$ cat src/rtl/restart_seq.sv
module restart_seq #(
  parameter int CNT_W = 3
) (
  input  logic             clk,
  input  logic             rst_n,
  input  logic             vc_hi,
  input  logic             vc_lo,
  input  logic             vc_por,
  input  logic             hot,
  output logic             src_en,
  output logic             sw_en,
  output logic [1:0]       mode,
  output logic [CNT_W-1:0] rst_cnt
);
  localparam logic [1:0] M_START = 2'd0;
  localparam logic [1:0] M_RUN   = 2'd1;
  localparam logic [1:0] M_AUTO  = 2'd2;
  localparam logic [1:0] M_LATCH = 2'd3;
  localparam logic [CNT_W-1:0] CNT_LAST = {CNT_W{1'b1}};

  logic hi_q;
  logic hi_rise;

  assign hi_rise = vc_hi & ~hi_q;
  assign sw_en   = (mode == M_RUN);

  always_ff @(posedge clk or negedge rst_n) begin
    if (!rst_n) begin
      mode    <= M_START;
      src_en  <= 1'b1;
      rst_cnt <= '0;
      hi_q    <= 1'b0;
    end else begin
      hi_q <= vc_hi;
      if (vc_por) begin
        mode    <= M_START;
        src_en  <= 1'b1;
        rst_cnt <= '0;
      end else if (hot && mode != M_LATCH) begin
        mode    <= M_LATCH;
        src_en  <= 1'b0;
        rst_cnt <= '0;
      end else begin
        case (mode)
          M_START: if (hi_rise) begin
            mode   <= M_RUN;
            src_en <= 1'b0;
          end
          M_RUN: if (vc_lo) begin
            mode    <= M_AUTO;
            src_en  <= 1'b1;
            rst_cnt <= '0;
          end
          M_AUTO: begin
            if (vc_lo) src_en <= 1'b1;
            else if (hi_rise && src_en) begin
              src_en <= 1'b0;
              if (rst_cnt == CNT_LAST) begin
                mode    <= M_RUN;
                rst_cnt <= '0;
              end else begin
                rst_cnt <= rst_cnt + 1'b1;
              end
            end
          end
          default: begin
            if (vc_lo) src_en <= 1'b1;
            else if (hi_rise) src_en <= 1'b0;
          end
        endcase
      end
    end
  end
endmodule


$ cat config.mk
export PLATFORM = sky130hd
export DESIGN_NAME = restart_seq
export DESIGN_NICKNAME = d
export VERILOG_FILES = /design/src/rtl/restart_seq.sv
export SDC_FILE = /design/constraint.sdc
export NUM_CORES = 1
export LEC_CHECK = 0
export ABC_AREA = 1
export ABC_CLOCK_PERIOD_IN_PS = 1700
export BUFFER_PORTS_ARGS = -buffer_cell sky130_fd_sc_hd__buf_4
export CAP_MARGIN = 10
export CELL_PAD_IN_SITES_DETAIL_PLACEMENT = 1
export CELL_PAD_IN_SITES_GLOBAL_PLACEMENT = 1
export CORE_AREA = 2 2 45 47
export CTS_CLUSTER_DIAMETER = 50
export DETAILED_ROUTE_END_ITERATION = 6
export DIE_AREA = 0 0 47 49
export HOLD_SLACK_MARGIN = 0.02
export PLACE_DENSITY_LB_ADDON = 0.1
export SYNTH_ARGS = -nofsm -noshare
export SYNTH_HDL_FRONTEND = slang
export SYNTH_SLANG_ARGS = --single-unit
$ cat constraint.sdc
create_clock -name clk -period 1.7 [get_ports clk]
set_clock_uncertainty 0.05 [all_clocks]
set_input_delay 0 -clock clk [delete_from_list [all_inputs] [get_ports clk]]
set_output_delay 0 -clock clk [all_outputs]
set_load 0.05 [all_outputs]
Word-level counts from Yosys, hierarchy flattened
Index checks and enable logic that the tools add are counted.
{"block": "word_totals", "in_bits": 6, "out_inout_bits": 7, "register_bits": 7, "word_cells": 48}
{"block": "classes", "reduce_logical": 8, "muxes": 23, "n_bitwise": 2, "eq_ne": 10, "add_sub_neg": 1}
{"cell": "$mux W3", "n": 6}
{"cell": "$ne A4 B4 Y1 const B", "n": 4}
{"cell": "$mux W2", "n": 7}
{"cell": "$mux W1", "n": 7}
{"cell": "$pmux W2 S3", "n": 1}
{"cell": "$pmux W3 S2", "n": 1}
{"cell": "$reduce_and A6 Y1", "n": 1}
{"cell": "$ne A5 B5 Y1 const B", "n": 1}
{"cell": "$reduce_bool A5 Y1", "n": 1}
{"cell": "$ne A4 B3 Y1 const B", "n": 1}
{"cell": "$reduce_and A4 Y1", "n": 1}
{"cell": "$reduce_bool A4 Y1", "n": 1}
{"cell": "$add A3 B1 Y3 const B", "n": 1}
{"cell": "$eq A3 B3 Y1 const B", "n": 1}
{"cell": "$pmux W1 S3", "n": 1}
{"cell": "$eq A2 B1 Y1 const B", "n": 1}
{"cell": "$eq A2 B2 Y1 const B", "n": 1}
{"cell": "$logic_and A1 B1 Y1", "n": 2}
{"cell": "$logic_not A2 Y1", "n": 1}
{"cell": "$ne A2 B2 Y1 const B", "n": 1}
{"cell": "$reduce_and A2 Y1", "n": 1}
{"cell": "$and A1 B1 Y1", "n": 1}
{"cell": "$not A1 Y1", "n": 1}

Depth between registers and ports, before layout
{"block": "logic_depth", "ltp_word": 8, "mapped_depth": 9, "depth_no_buf": 8}

Worst setup path after synthesis
No wires, ideal clock.
{"block": "synth_path", "kind": "reg2reg", "from": "register mode[0]", "to": "register rst_cnt[0]", "path_buffers": 0, "arrival_ns": 1.555, "required_ns": 1.532, "path_slack_ns": -0.023, "synth_period_minus_slack_ns": 1.723, "setup_ns": 0.118, "stages_incl_launch_ff": 8, "path_cell_list": "dfrtp_1 inv_2 nor2_4 nand3_1 o21ai_1 nor2_1 nand2_1 nand2_1"}
{"block": "synth_via", "elab_chain_len": 4, "elab_cells_between_ends": 12, "cone_classes": "eq/ne (6); mux (3); reduce/logical (3)"}
{"element": "start: declaration", "line": "12", "rtl": "output logic [1:0] mode,"}
{"element": "start signal: assignment", "line": "29", "rtl": "mode <= M_START;"}
{"element": "start signal: assignment", "line": "36", "rtl": "mode <= M_START;"}
{"element": "start signal: assignment", "line": "40", "rtl": "mode <= M_LATCH;"}
{"element": "$eq A2 B1 Y1 *"}
{"element": "net sw_en", "line": "11", "rtl": "output logic sw_en,"}
{"element": "$pmux W3 S2", "line": "44", "rtl": "case (mode)"}
{"element": "$mux W3", "line": "39", "rtl": "end else if (hot && mode != M_LATCH) begin"}
{"element": "$mux W3", "line": "35", "rtl": "if (vc_por) begin"}
{"element": "end signal: assignment", "line": "62", "rtl": "rst_cnt <= rst_cnt + 1'b1;"}
{"element": "end: declaration", "line": "13", "rtl": "output logic [CNT_W-1:0] rst_cnt"}
The timed path passes the listed nets; every way through them passes the cells marked *.
A chain may end at the register's enable or synchronous reset.

Worst setup path after layout
{"block": "layout_path", "from": "register rst_cnt[0]", "to": "register mode[1]"}
{"block": "layout_via", "elab_chain_len": 3}
{"element": "$eq A3 B3 Y1", "line": "58", "rtl": "if (rst_cnt == CNT_LAST) begin"}
{"element": "$ne A4 B4 Y1 (no line)"}
{"element": "$reduce_and A6 Y1 (no line)"}
{"element": "end signal: assignment", "line": "46", "rtl": "mode <= M_RUN;"}
{"element": "end signal: assignment", "line": "50", "rtl": "mode <= M_AUTO;"}
{"element": "end signal: assignment", "line": "59", "rtl": "mode <= M_RUN;"}
Every way passes these cells.

==> metrics <==
outcome finished clean; IO Count 13; Area growth, synth to finish 31.4%; DP Wirelength 1.18 mm; WP data arrival 1.47 ns; Initial Utilization 31.1%; setup TNS 0 ns; drt total wl 1.40 mm; CTS H-tree lvls 1; post-CTS sizing 0; Lkg Pwr 0.409 nW; Worst Setup End Kind flip-flop; sequential element share of the synthesized area 30.8%; die width 47 um; CP max FO 4; Tcrit/Tclk final 81.2%; Filler cells 263; Core ar. 0.00184 sq mm; synthesized cell area 573 sq um; Logic pwr share 57.0%; worst setup margin 0.320 ns; Final nets 118; Clk Latency, worst-skew pair 0.25 ns; Tmin final 1.38 ns; clk slew on worst S/H paths 0.05 ns; drt first pass iters 4; TritonCTS buffer count 3; VDD IR max 0.577 mV; Yosys cell types 16; Clock Tree Buf Depth 2; Reg2Reg Depth 8; Synth area leader dfrtp_1; Hold Violations, Final 0; initial antenna violation count 0; Core Util, Final 40.9%; Final ANT Viol Nets 0; First DRT Iteration DRCs 4; Synth Register Bits 7; post-placement setup slack 0.302 ns; max_cap viols 0; post-route DRC violation count 0; worst reg2reg path startpoint rst_cnt[0]$_DFFE_PN0P_; multi-input logic area 325 sq um; startpoint types flip-flop; Yosys warnings 0; Power Density 1370 mW/mm^2; Post-CTS Setup Inserts 0; DIE AREA 0.00230 sq mm; Register Area 178 sq um; input/output buffers 12; Overall Power 1.03 mW; Crit path required time 1.79 ns; switching portion of total power 53.1%; reg2reg end mode[1]$_DFFE_PN0P_; Clk network pwr share 14.6%; number of global-route vias before repair 596; top-area cell type share of the netlist area 26.2%; layout cells sized above 1 23.9%; Max Freq 0.725 GHz; synthesized instance count 90; Pint 0.485 mW; Area contributors post-synth dfrtp_1 26%, nand2_1 20%, nand3_1 9.6%, inv_1 9.2%, nor2_1 5.9%; Sinks on Clock Net 7; Final Max Slew Viols 0; Post-CTS Hold Fix Bufs 4; hold crit path type input port to async pin; sequential share of power 28.4%; RSZ-0062 raised after global routing no; WL/cell 10.3 um; Worst-Margin Slew 0.348 ns; Net Count, Synth 98; clock root buffer clkbuf_4; Final setup viols 0; global-route wire length before repair 2.50 mm; vias 614; Die Ht 49 um; Syn Area/Cell 6.37 sq um; Sw Pwr 0.549 mW; diodes inserted 0; WS Path Type flip-flop to flip-flop; slew margin rel. 76.8%; R2R Setup Slk 0.32 ns; TritonCTS clock tree yes; largest net degree at the start of global routing 10; row cnt 16; Total Routing Usage GR 14.8%; number of vias per cell 4.51; GRT overflow 0; GP Congestion 0.866
[layout make-up]
cell class,count,share of cell area [%]
sequential,7,23.6
inverter,16,7.97
clock buffer,4,3.49
multi-input combinational,66,43.2
tap,27,4.49
timing repair buffer,16,17.3
[worst max-delay path: stages, from the launching register on]
cell and delay (ns):
dfrtp_1 0.41, ha_1 0.22, ha_1 0.17, inv_1 0.07, nand3_1 0.10, nand2_1 0.09
nor2_1 0.05, nand3_1 0.06, nand2_1 0.05
[cells in the final DEF (no fill, tap or decap)]
cell / netlist / routed
nand3_1: 11 / 11
nor2_4: 3 / 3
dfstp_2: 1 / 1
nor2_2: 2 / 2
inv_1: 14 / 14
o21ai_0: 3 / 3
clkbuf_1: 0 / 1
o21ai_1: 1 / 1
clkbuf_4: 0 / 3
nand2_1: 31 / 31
inv_2: 2 / 2
buf_4: 0 / 12
nand3_2: 1 / 1
dfrtp_2: 0 / 1
nor2_1: 9 / 9
o21ai_2: 1 / 1
a21oi_1: 2 / 2
dlygate4sd3_1: 0 / 4
ha_1: 2 / 2
dfrtp_1: 6 / 5
[state kept, by name (all words and copies together), names as in the netlist]
register  flops
hi_q          1
mode          2
rst_cnt       3
src_en        1
[logic make-up after synthesis]
logic type | count (synthesis) | synth area share (%)
flip-flops | 7 | 30.8
AND/OR/NAND/NOR | 57 | 45.6
buffers and inverters | 17 | 12.4
adder cells (fa/ha/maj) | 2 | 4.37
AO/OA/AOI/OAI | 7 | 6.77
[cells in the mapped netlist]
master / number
nand2_1: 31
o21ai_2: 1
dfrtp_1: 6
nand3_2: 1
inv_1: 14
dfstp_2: 1
nor2_4: 3
nor2_2: 2
inv_2: 2
o21ai_0: 3
buf_6: 1
ha_1: 2
o21ai_1: 1
nor2_1: 9
nand3_1: 11
a21oi_1: 2
[how the worst max path moves through the flow]
stage          cells past startpoint                      to                   start
2_1_floorplan                      7  rst_cnt[0]$_DFFE_PN0P_     mode[1]$_DFFE_PN0P_
3_3_place_gp                       8     mode[0]$_DFFE_PN0P_  rst_cnt[0]$_DFFE_PN0P_
3_5_place_dp                       8     mode[0]$_DFFE_PN0P_  rst_cnt[0]$_DFFE_PN0P_
4_1_cts                            8     mode[0]$_DFFE_PN0P_  rst_cnt[0]$_DFFE_PN0P_
5_1_grt                            7     mode[1]$_DFFE_PN0P_     mode[1]$_DFFE_PN0P_
6_report                           8     mode[1]$_DFFE_PN0P_  rst_cnt[0]$_DFFE_PN0P_
[power groups by stage]
stage	logic [mW]	registers (mW)	clock network (mW)
4_1_cts	0.593	0.295	0.159
3_5_place_dp	0.584	0.299	0
6_report	0.589	0.293	0.151
5_1_grt	0.655	0.309	0.167
2_1_floorplan	0.350	0.389	0
3_3_place_gp	0.586	0.292	0
[through the flow]
stage / cell area (sq um) / std cells / hold WS, ns
finish: 753 / 136 / 0.0520
global route: 753 / 136 / 0.0551
CTS: 753 / 136 / 0.0420
detailed placement: 687 / 128 / -0.229
global placement: 687 / 128 / -0.229
floorplan: 574 / 90 / -0.346
[per-layer routing]
| metal | routed length [um] | part of all wire (%) | vias up | global-route usage (%) |
|---|---|---|---|---|
| met1 | 679 | 48 | 288 | 19.9 |
| li1 | - | - | 315 | - |
| met2 | 660 | 47 | 9 | 22.6 |
| met4 | 8 | 0.57 | 0 | 4.17 |
| met3 | 56 | 4.0 | 2 | 4.44 |
| met5 | 0 | 0 | - | 0 |
No activity file was read; power rests on OpenSTA's default activity.
